File: config.mk
export PLATFORM = sky130hd
export DESIGN_NAME = dslp_seq
export DESIGN_NICKNAME = d
export VERILOG_FILES = /design/src/rtl/dslp_pkg.sv /design/src/rtl/dslp_sync.sv /design/src/rtl/dslp_timer.sv /design/src/rtl/dslp_regs.sv /design/src/rtl/dslp_fsm.sv /design/src/rtl/dslp_seq.sv
export SDC_FILE = /design/constraint.sdc
export NUM_CORES = 1
export LEC_CHECK = 0
export CAP_MARGIN = 20
export CORE_MARGIN = 3
export CORE_UTILIZATION = 25
export DETAILED_ROUTE_END_ITERATION = 10
export SKIP_CTS_REPAIR_TIMING = 1
export SLEW_MARGIN = 10
export SYNTH_ARGS = -nofsm -noshare
export SYNTH_HDL_FRONTEND = slang
export SYNTH_HIERARCHICAL = 1
export SYNTH_SLANG_ARGS = --single-unit
export TNS_END_PERCENT = 20
File: constraint.sdc
create_clock -name clk_i -period 7.4 [get_ports clk_i]
set_clock_uncertainty 0.2 [all_clocks]
set_input_delay 1.11 -clock clk_i [delete_from_list [all_inputs] [get_ports clk_i]]
set_output_delay 1.11 -clock clk_i [all_outputs]
set_load 0.02 [all_outputs]
File: src/rtl/dslp_pkg.sv
package dslp_pkg;

   typedef enum logic [2:0] {
      ST_ACTIVE = 3'd0,
      ST_SLEEP  = 3'd1,
      ST_PD     = 3'd2,
      ST_UP     = 3'd3,
      ST_HOLD   = 3'd4
   } dslp_state_e;

   localparam logic [2:0] A_CTRL = 3'd0;
   localparam logic [2:0] A_STAT = 3'd1;
   localparam logic [2:0] A_PD   = 3'd2;
   localparam logic [2:0] A_VR   = 3'd3;
   localparam logic [2:0] A_RH   = 3'd4;

   localparam int NUM_CNT = 3;

endpackage

File: src/rtl/dslp_sync.sv
module dslp_sync #(
   parameter int STAGES = 2
) (
   input  logic clk_i,
   input  logic rst_ni,
   input  logic d_i,
   output logic q_o
);

   initial begin : stage_chk
      assert (STAGES >= 2) else $fatal(1, "dslp_sync: STAGES must be at least 2");
   end

   logic [STAGES-1:0] chain;

   genvar g;
   generate
      for (g = 0; g < STAGES; g++) begin : g_stage
         if (g == 0) begin : g_first
            always_ff @(posedge clk_i or negedge rst_ni) begin
               if (!rst_ni) chain[g] <= 1'b0;
               else         chain[g] <= d_i;
            end
         end else begin : g_next
            always_ff @(posedge clk_i or negedge rst_ni) begin
               if (!rst_ni) chain[g] <= 1'b0;
               else         chain[g] <= chain[g-1];
            end
         end
      end
   endgenerate

   assign q_o = chain[STAGES-1];

endmodule

File: src/rtl/dslp_timer.sv
module dslp_timer #(
   parameter int          W    = 16,
   parameter logic [W-1:0] INIT = '0
) (
   input  logic         clk_i,
   input  logic         rst_ni,
   input  logic         load_i,
   input  logic [W-1:0] val_i,
   output logic         done_o
);

   logic [W-1:0] cnt_q;

   assign done_o = (cnt_q == '0);

   always_ff @(posedge clk_i or negedge rst_ni) begin
      if (!rst_ni)      cnt_q <= INIT;
      else if (load_i)  cnt_q <= val_i;
      else if (!done_o) cnt_q <= cnt_q - 1'b1;
   end

endmodule

File: src/rtl/dslp_regs.sv
module dslp_regs
   import dslp_pkg::*;
#(
   parameter int          W       = 16,
   parameter int          AW      = 3,
   parameter logic [W-1:0] PD_INIT = 16'd4,
   parameter logic [W-1:0] VR_INIT = 16'd15,
   parameter logic [W-1:0] RH_INIT = 16'd7
) (
   input  logic          clk_i,
   input  logic          rst_ni,
   input  logic          we_i,
   input  logic [AW-1:0] addr_i,
   input  logic [W-1:0]  wdata_i,
   output logic [W-1:0]  rdata_o,
   input  logic          arm_clr_i,
   input  logic          warm_set_i,
   output logic          arm_o,
   output logic          warm_o,
   output logic [W-1:0]  pd_o,
   output logic [W-1:0]  vr_o,
   output logic [W-1:0]  rh_o
);

   initial begin : width_chk
      assert (AW >= 3) else $fatal(1, "dslp_regs: AW must be at least 3");
   end

   logic         arm_q;
   logic         warm_q;
   logic [W-1:0] cnt_q [NUM_CNT];

   always_ff @(posedge clk_i or negedge rst_ni) begin
      if (!rst_ni)                                  arm_q <= 1'b0;
      else if (arm_clr_i)                           arm_q <= 1'b0;
      else if (we_i && addr_i == AW'(A_CTRL))       arm_q <= wdata_i[0];
   end

   always_ff @(posedge clk_i or negedge rst_ni) begin
      if (!rst_ni) warm_q <= 1'b0;
      else         warm_q <= warm_set_i |
                             (warm_q & ~(we_i && addr_i == AW'(A_STAT) && wdata_i[0]));
   end

   genvar g;
   generate
      for (g = 0; g < NUM_CNT; g++) begin : g_cnt
         localparam logic [W-1:0] RV = (g == 0) ? PD_INIT : (g == 1) ? VR_INIT : RH_INIT;
         localparam logic [AW-1:0] MY_ADDR = AW'(A_PD) + AW'(g);
         always_ff @(posedge clk_i or negedge rst_ni) begin
            if (!rst_ni)                      cnt_q[g] <= RV;
            else if (we_i && addr_i == MY_ADDR) cnt_q[g] <= wdata_i;
         end
      end
   endgenerate

   always_comb begin
      rdata_o = '0;
      case (addr_i)
         AW'(A_CTRL): rdata_o = {{(W-1){1'b0}}, arm_q};
         AW'(A_STAT): rdata_o = {{(W-1){1'b0}}, warm_q};
         AW'(A_PD):   rdata_o = cnt_q[0];
         AW'(A_VR):   rdata_o = cnt_q[1];
         AW'(A_RH):   rdata_o = cnt_q[2];
         default:     rdata_o = '0;
      endcase
   end

   assign arm_o  = arm_q;
   assign warm_o = warm_q;
   assign pd_o   = cnt_q[0];
   assign vr_o   = cnt_q[1];
   assign rh_o   = cnt_q[2];

endmodule

File: src/rtl/dslp_fsm.sv
module dslp_fsm
   import dslp_pkg::*;
#(
   parameter int W      = 16,
   parameter int EN_MIN = 3
) (
   input  logic         clk_i,
   input  logic         rst_ni,
   input  logic         arm_i,
   input  logic         wake_i,
   input  logic         ok_i,
   input  logic         tdone_i,
   input  logic [W-1:0] pd_i,
   input  logic [W-1:0] vr_i,
   input  logic [W-1:0] rh_i,
   output logic         load_o,
   output logic [W-1:0] load_val_o,
   output logic         arm_clr_o,
   output logic         warm_set_o,
   output logic         pwr_en_o,
   output logic         core_rst_o,
   output dslp_state_e  state_o,
   output logic         wake_hold_o
);

   localparam int DW = $clog2(EN_MIN + 1);

   initial begin : min_chk
      assert (EN_MIN >= 1) else $fatal(1, "dslp_fsm: EN_MIN must be at least 1");
   end

   dslp_state_e   state_q, state_d;
   logic [DW-1:0] dwell_q;
   logic          dwell_ok;
   logic          wake_hold_q;
   logic          pwr_en_q, core_rst_q;

   assign dwell_ok = (dwell_q >= DW'(EN_MIN - 1));

   always_comb begin
      state_d    = state_q;
      load_o     = 1'b0;
      load_val_o = '0;
      arm_clr_o  = 1'b0;
      warm_set_o = 1'b0;
      case (state_q)
         ST_ACTIVE: if (arm_i) state_d = ST_SLEEP;
         ST_SLEEP: begin
            if (!arm_i) begin
               state_d = ST_ACTIVE;
            end else if (wake_i) begin
               state_d    = ST_PD;
               load_o     = 1'b1;
               load_val_o = pd_i;
               arm_clr_o  = 1'b1;
            end
         end
         ST_PD: begin
            if (tdone_i) begin
               state_d    = ST_UP;
               load_o     = 1'b1;
               load_val_o = vr_i;
            end
         end
         ST_UP: begin
            if ((ok_i || tdone_i) && dwell_ok) begin
               state_d    = ST_HOLD;
               load_o     = 1'b1;
               load_val_o = rh_i;
            end
         end
         ST_HOLD: begin
            if (tdone_i) begin
               state_d    = ST_ACTIVE;
               warm_set_o = wake_hold_q;
            end
         end
         default: state_d = ST_ACTIVE;
      endcase
   end

   always_ff @(posedge clk_i or negedge rst_ni) begin
      if (!rst_ni) begin
         state_q     <= ST_HOLD;
         dwell_q     <= '0;
         wake_hold_q <= 1'b0;
         pwr_en_q    <= 1'b0;
         core_rst_q  <= 1'b1;
      end else begin
         state_q <= state_d;
         if (state_q != ST_UP)  dwell_q <= '0;
         else if (!dwell_ok)    dwell_q <= dwell_q + 1'b1;
         if (arm_clr_o)         wake_hold_q <= 1'b1;
         else if (state_q == ST_HOLD && tdone_i) wake_hold_q <= 1'b0;
         pwr_en_q   <= (state_d == ST_UP);
         core_rst_q <= (state_d == ST_PD) || (state_d == ST_UP) || (state_d == ST_HOLD);
      end
   end

   assign pwr_en_o    = pwr_en_q;
   assign core_rst_o  = core_rst_q;
   assign state_o     = state_q;
   assign wake_hold_o = wake_hold_q;

endmodule

File: src/rtl/dslp_seq.sv
module dslp_seq
   import dslp_pkg::*;
#(
   parameter int          W           = 16,
   parameter int          AW          = 3,
   parameter int          SYNC_STAGES = 2,
   parameter int          EN_MIN      = 3,
   parameter logic [W-1:0] PD_INIT     = 16'd4,
   parameter logic [W-1:0] VR_INIT     = 16'd15,
   parameter logic [W-1:0] RH_INIT     = 16'd7
) (
   input  logic          clk_i,
   input  logic          rst_ni,
   input  logic          reg_we_i,
   input  logic [AW-1:0] reg_addr_i,
   input  logic [W-1:0]  reg_wdata_i,
   output logic [W-1:0]  reg_rdata_o,
   input  logic          wake_i,
   input  logic          pwr_ok_i,
   output logic          pwr_en_o,
   output logic          core_rst_o
);

   logic         arm, arm_clr, warm, warm_set;
   logic [W-1:0] pd_val, vr_val, rh_val;
   logic         ok_s;
   logic         tmr_load, tmr_done;
   logic [W-1:0] tmr_val;
   dslp_state_e  state;
   logic         wake_hold;

   dslp_regs #(
      .W(W), .AW(AW), .PD_INIT(PD_INIT), .VR_INIT(VR_INIT), .RH_INIT(RH_INIT)
   ) u_regs (
      .clk_i(clk_i), .rst_ni(rst_ni),
      .we_i(reg_we_i), .addr_i(reg_addr_i), .wdata_i(reg_wdata_i), .rdata_o(reg_rdata_o),
      .arm_clr_i(arm_clr), .warm_set_i(warm_set),
      .arm_o(arm), .warm_o(warm),
      .pd_o(pd_val), .vr_o(vr_val), .rh_o(rh_val)
   );

   dslp_sync #(.STAGES(SYNC_STAGES)) u_ok_sync (
      .clk_i(clk_i), .rst_ni(rst_ni), .d_i(pwr_ok_i), .q_o(ok_s)
   );

   dslp_timer #(.W(W), .INIT(RH_INIT)) u_timer (
      .clk_i(clk_i), .rst_ni(rst_ni),
      .load_i(tmr_load), .val_i(tmr_val), .done_o(tmr_done)
   );

   dslp_fsm #(.W(W), .EN_MIN(EN_MIN)) u_fsm (
      .clk_i(clk_i), .rst_ni(rst_ni),
      .arm_i(arm), .wake_i(wake_i), .ok_i(ok_s), .tdone_i(tmr_done),
      .pd_i(pd_val), .vr_i(vr_val), .rh_i(rh_val),
      .load_o(tmr_load), .load_val_o(tmr_val),
      .arm_clr_o(arm_clr), .warm_set_o(warm_set),
      .pwr_en_o(pwr_en_o), .core_rst_o(core_rst_o),
      .state_o(state), .wake_hold_o(wake_hold)
   );

endmodule

# After elaboration in Yosys (flattened, before gate mapping)
# Index checks and enable logic that the tools add are counted.
[classes]
addsub = 2
order_cmp = 1
eq_ne = 14
mux = 29
n_bitwise = 3
reduce_logical = 16
[ops]
columns = ["operator", "count"]
rows = [
  ["16-bit two-way mux", 6],
  ["16-bit one-hot mux with 5 select lines", 1],
  ["16-bit one-hot mux with 3 select lines", 1],
  ["3-bit by 2-bit equality test with 1-bit output (second input constant)", 6],
  ["3-bit two-way mux", 6],
  ["16-bit logical NOT", 1],
  ["16-bit by 1-bit subtractor with 16-bit output (second input constant)", 1],
  ["3-bit one-hot mux with 5 select lines", 1],
  ["1-bit two-way mux", 11],
  ["3-bit equality test (second input constant)", 3],
  ["1-bit logical AND", 8],
  ["3-bit by 1-bit equality test with 1-bit output (second input constant)", 2],
  ["3-bit logical NOT", 2],
  ["2-bit two-way mux", 2],
  ["2-bit inequality test (second input constant)", 2],
  ["2-bit nonzero test", 2],
  ["1-bit logical OR", 3],
  ["3-bit by 2-bit inequality test with 1-bit output (second input constant)", 1],
  ["1-bit one-hot mux with 3 select lines", 1],
  ["2-bit by 1-bit adder with 2-bit output (second input constant)", 1],
  ["2-bit greater-or-equal comparator (second input constant)", 1],
  ["1-bit AND", 1],
  ["1-bit inverter", 1],
  ["1-bit OR", 1],
]
[word_totals]
ff_bits = 76
wordCells = 78

# Longest topological paths before layout
[logic_depth]
word_depth = 8
depth_mapped = 14

# Modules after synthesis
# The synthesis kept the hierarchy.
[by_module_without_submodules]
columns = ["mod", "instances", "cells_each", "area_per_inst_um2", "seq_area_each_um2"]
rows = [
  ["dslp_regs", 1, 172, 2297.2, 1261.2],
  ["dslp_timer", 1, 100, 944.7, 404.1],
  ["dslp_fsm", 1, 102, 804.5, 202.7],
  ["dslp_sync", 1, 2, 50.0, 50.0],
]

# Least setup slack after synthesis
# No wires, ideal clock.
[synth_timing]
path_type = "input to output"
from = "in reg_addr_i[0]"
to = "out reg_rdata_o[11]"
arrival_time_ns = 2.294
slack_ns = 3.796
cell_stages = 5
cell_sequence = "buf_2 -> buf_2 -> buf_4 -> mux2i_1 -> o21ai_0"
[synth_via]
elab_chain_len = 2
[synth_rtl]
columns = ["element", "line", "source"]
rows = [
  ["start, declared", "dslp_seq.sv:15", "input logic [AW-1:0] reg_addr_i,"],
  ["3-bit equality test, or another cell as far along", "dslp_regs.sv:59", "case (addr_i)"],
  ["16-bit one-hot mux with 5 select lines *", "dslp_regs.sv:59", ""],
  ["end, declared", "dslp_seq.sv:17", "output logic [W-1:0] reg_rdata_o,"],
]
# Mark *: on every way between the ends. The rest lies on a longest branch, timed or not.

# Worst setup path after layout
[layout_timing]
from = "in reg_addr_i[0]"
to = "out reg_rdata_o[5]"
# The elaborated chain is that of the path after synthesis.

==> results.yml <==
synth:
  yosys_warnings: 6
  synth_edf_count: 0
  synthArstFlopShare_pct: 100.0
  syn_nets: 402
  synth_ff_type: "dfrtp_1"
  postSynthCellCount: 376
  yosys-top-cells-area: "dfrtp_1, mux2_2, dfstp_2"
  yosysSeqAreaShare_pct: 46.82
  yosys.area.top_type_share_pct: 38.49
  avgSynthCellArea_um2: 10.89
  synth_cell_types: 54
  ys_ff_latch: 76
  yosys.area.top_type: "dfrtp_1"
  syn-cell-area_um2: 4096
die:
  core_um2: 15940
  top_level_ports: 42
  rows: 46
  die_h_um: 134.0
  dieArea_um2: 17960
  die_width_um: 134.0
  start_util_pct: 25.69
critical_path:
  cp_max_fo: 24
  endpoint_kind: "output pin"
  cp_top_family: "buffers and inverters"
  critPathArrivalTime_ns: 3.44
  rrSetupSlack_ns: 3.90
  cp_common_cell: "clkdlybuf4s50_1"
  setup.worst_path.class: "in2out"
  critPathLaunch: "reg_addr_i[0]"
  cp.required_ns: 6.09
  worstRegToRegCells: 10
  critPathSlowestCell: "nor3b_4"
  path_buf_inv: 3
  r2r-start: "u_timer/cnt_q[4]"
  cpPeakStageDelay_ns: 0.74
  cp_cell_sequence: "clkdlybuf4s50_1, buf_4, nor3b_4, nand2_1, o21ai_0, clkdlybuf4s50_1"
  worst-path-stages: 6
  r2r-end: "u_timer/cnt_q[10]"
  critPathLaunchType: "primary input"
  crit_end: "reg_rdata_o[5]"
power:
  vdd_drop_max_mv: 0.1261
  p_leak_nw: 1.972
  powerDensity_nw_per_um2: 315.2
global_routing:
  grt_use_total_pct: 11.71
  grt_overflow: 0
  first_global_vias: 3066
  grt_antenna_before_repair: 0
  grt_pass1_wl_mm: 16.47
  grt_start_max_net_pins: 77
clocking:
  clock-sinks: 76
  insertion_delay_ns: 0.34
  htree_num_levels: 3
  clkTransAtPathRegs_ns: 0.06
  numCtsBuffers: 9
  cts_tree: "yes"
  clockBufferDepth: 2
  root_buffer: "clkbuf_16"
timing:
  setup_viol: 0
  max_freq_ghz: 0.2106
  relSlewSlack_pct: 32.82
  finalCriticalPeriod_ns: 4.749
  final_hold_viol_count: 0
  fin_crit_sh_pct: 64.18
  tightest_slew_ns: 1.002
  tns_ns: 0
  rsz0062_at_grt: "false"
  maxSlewViolCount: 0
drt:
  drtAntennaViolNets: 0
  dr_total_vias: 2935
  route.detailed.drc: 0
  drt_iter0_markers: 170
  via_per_inst: 4.674
  drt-total-wl_mm: 10.02
  drtPass1Iterations: 4
  wl_per_cell_um: 15.96
final_layout:
  num_antenna_cells: 0
  final_util_pct: 31.08
  synthToLayoutAreaGrowth_pct: 20.95
  drive_gt1_share_pct: 19.90
  final_net_count: 433
  nFillCells: 1622
placed_design:
  io_buffers: 41
  routabilityCongestion: 0.7872
  dp_hpwl_mm: 6.597
worst_hold_path:
  worstHoldPathType: "reg2reg"
run:
  maxCapViolations: 0
status:
  outcome: "complete, no violations"
## flip-flops by register name, summed over array words and instances (netlist names), 2 cells and up
| signal | cells |
|---|---|
| u_regs/pd_o | 16 |
| u_fsm/dwell_q | 2 |
| u_fsm/state_o | 3 |
| u_timer/cnt_q | 16 |
| u_regs/vr_o | 16 |
| u_regs/rh_o | 16 |
## power by group
part           switching [mW]  internal [mW]  total [mW]
sequential              0.111          0.552       0.663
clock                   0.180          0.297       0.477
combinational           0.214          0.208       0.422
total                   0.505           1.06        1.56
## kinds of logic after synthesis
kind of cell	after synthesis	synth area share [%]
and+or+nand+nor	128	16.52
xor gates and xnor gates	12	2.566
muxes	69	18.36
adders and majority gates	2	0.6108
AOI/OAI and AO/OA	59	10.51
buffers and inverters	30	4.612
DFF	76	46.82
## worst min path at each step
stage,slack (ns),start,to,cells after the start
CTS,0.16,u_ok_sync/chain[0],u_ok_sync/q_o,0
detailed placement,0.14,u_ok_sync/chain[0],u_ok_sync/q_o,0
global placement,0.15,u_ok_sync/chain[0],u_ok_sync/q_o,0
global route,0.17,u_ok_sync/chain[0],u_ok_sync/q_o,0
floorplan,0.13,u_ok_sync/chain[0],u_ok_sync/q_o,0
finish,0.16,u_ok_sync/chain[0],u_ok_sync/q_o,0
## per-stage QoR
step / cells / hold slack (ns) / setup WS [ns] / total power [mW] / cell area [µm²]
finish: 628 / 0.1564 / 2.651 / 1.562 / 4955
global route: 628 / 0.1737 / 2.499 / 1.659 / 4955
CTS: 628 / 0.1623 / 2.660 / 1.578 / 4955
detailed placement: 612 / 0.1403 / 2.660 / 1.092 / 4632
global placement: 612 / 0.1501 / 2.662 / 1.069 / 4632
floorplan: 376 / 0.1312 / 3.796 / 0.9614 / 4096
## placed cells by master, fill, tap and decap left out, types with 2 or more instances in the layout
master / Yosys / final
a211oi_1: 3 / 3
o21ai_0: 21 / 21
mux2i_1: 20 / 20
nand2_1: 47 / 47
nor4_1: 4 / 4
nand3_1: 4 / 4
clkbuf_16: 0 / 9
dfstp_2: 13 / 13
dfrtp_1: 63 / 63
clkinvlp_4: 0 / 2
nand3b_1: 3 / 3
a221o_1: 16 / 16
o31ai_1: 5 / 4
a21o_1: 3 / 3
nor2_4: 2 / 2
nor4b_1: 2 / 2
a21oi_1: 5 / 5
mux2_1: 12 / 12
inv_1: 6 / 6
nor2_1: 35 / 35
clkdlybuf4s50_1: 0 / 40
or3_1: 5 / 5
nand2b_1: 5 / 5
nor3b_1: 3 / 3
inv_6: 0 / 2
bufinv_16: 0 / 2
buf_4: 5 / 3
xnor2_1: 11 / 11
ha_1: 2 / 2
mux2_2: 37 / 37
nor3_1: 3 / 3
## worst register-to-register path: stages (launching register included)
cell and delay (ns):
dfrtp_1 0.42, or3_1 0.41, or3_1 0.53, nor2_4 0.41, a21oi_1 0.10, o31ai_2 0.27, buf_4 0.28, inv_1 0.29
and4b_1 0.30, a21oi_1 0.12, nand2_1 0.06
## cell type report
cell class              count  area [µm²]  area share, %
well taps                 216       270.3          5.455
inverters                   7       26.28         0.5303
multi-input cells         270        1994          40.25
clock buffers               9       225.2          4.545
flip-flops and latches     76        1918          38.71
clock inverters             7       97.59          1.970
repair buffers             43       422.9          8.535
## synthesized netlist by cell type (all sizes together) (7+ instances only)
library cell,instances
dfrtp,63
mux2,49
o21ai,21
clkbuf,7
a221o,16
xnor2,11
buf,16
nor2,37
nand2,47
dfstp,13
inv,7
mux2i,20
## per-layer routing
metal  global-route usage, %  vias up  routed length, µm  share of wire [%]
met3                   2.738       15                412                4.1
met1                   14.25     1449               4280                 43
li1                        -     1404                  -                  -
met5                       0        -                  0                  0
met4                   5.486        0                248                2.5
met2                   19.62       67               5078                 51
No activity file was read; power rests on OpenSTA's default activity.
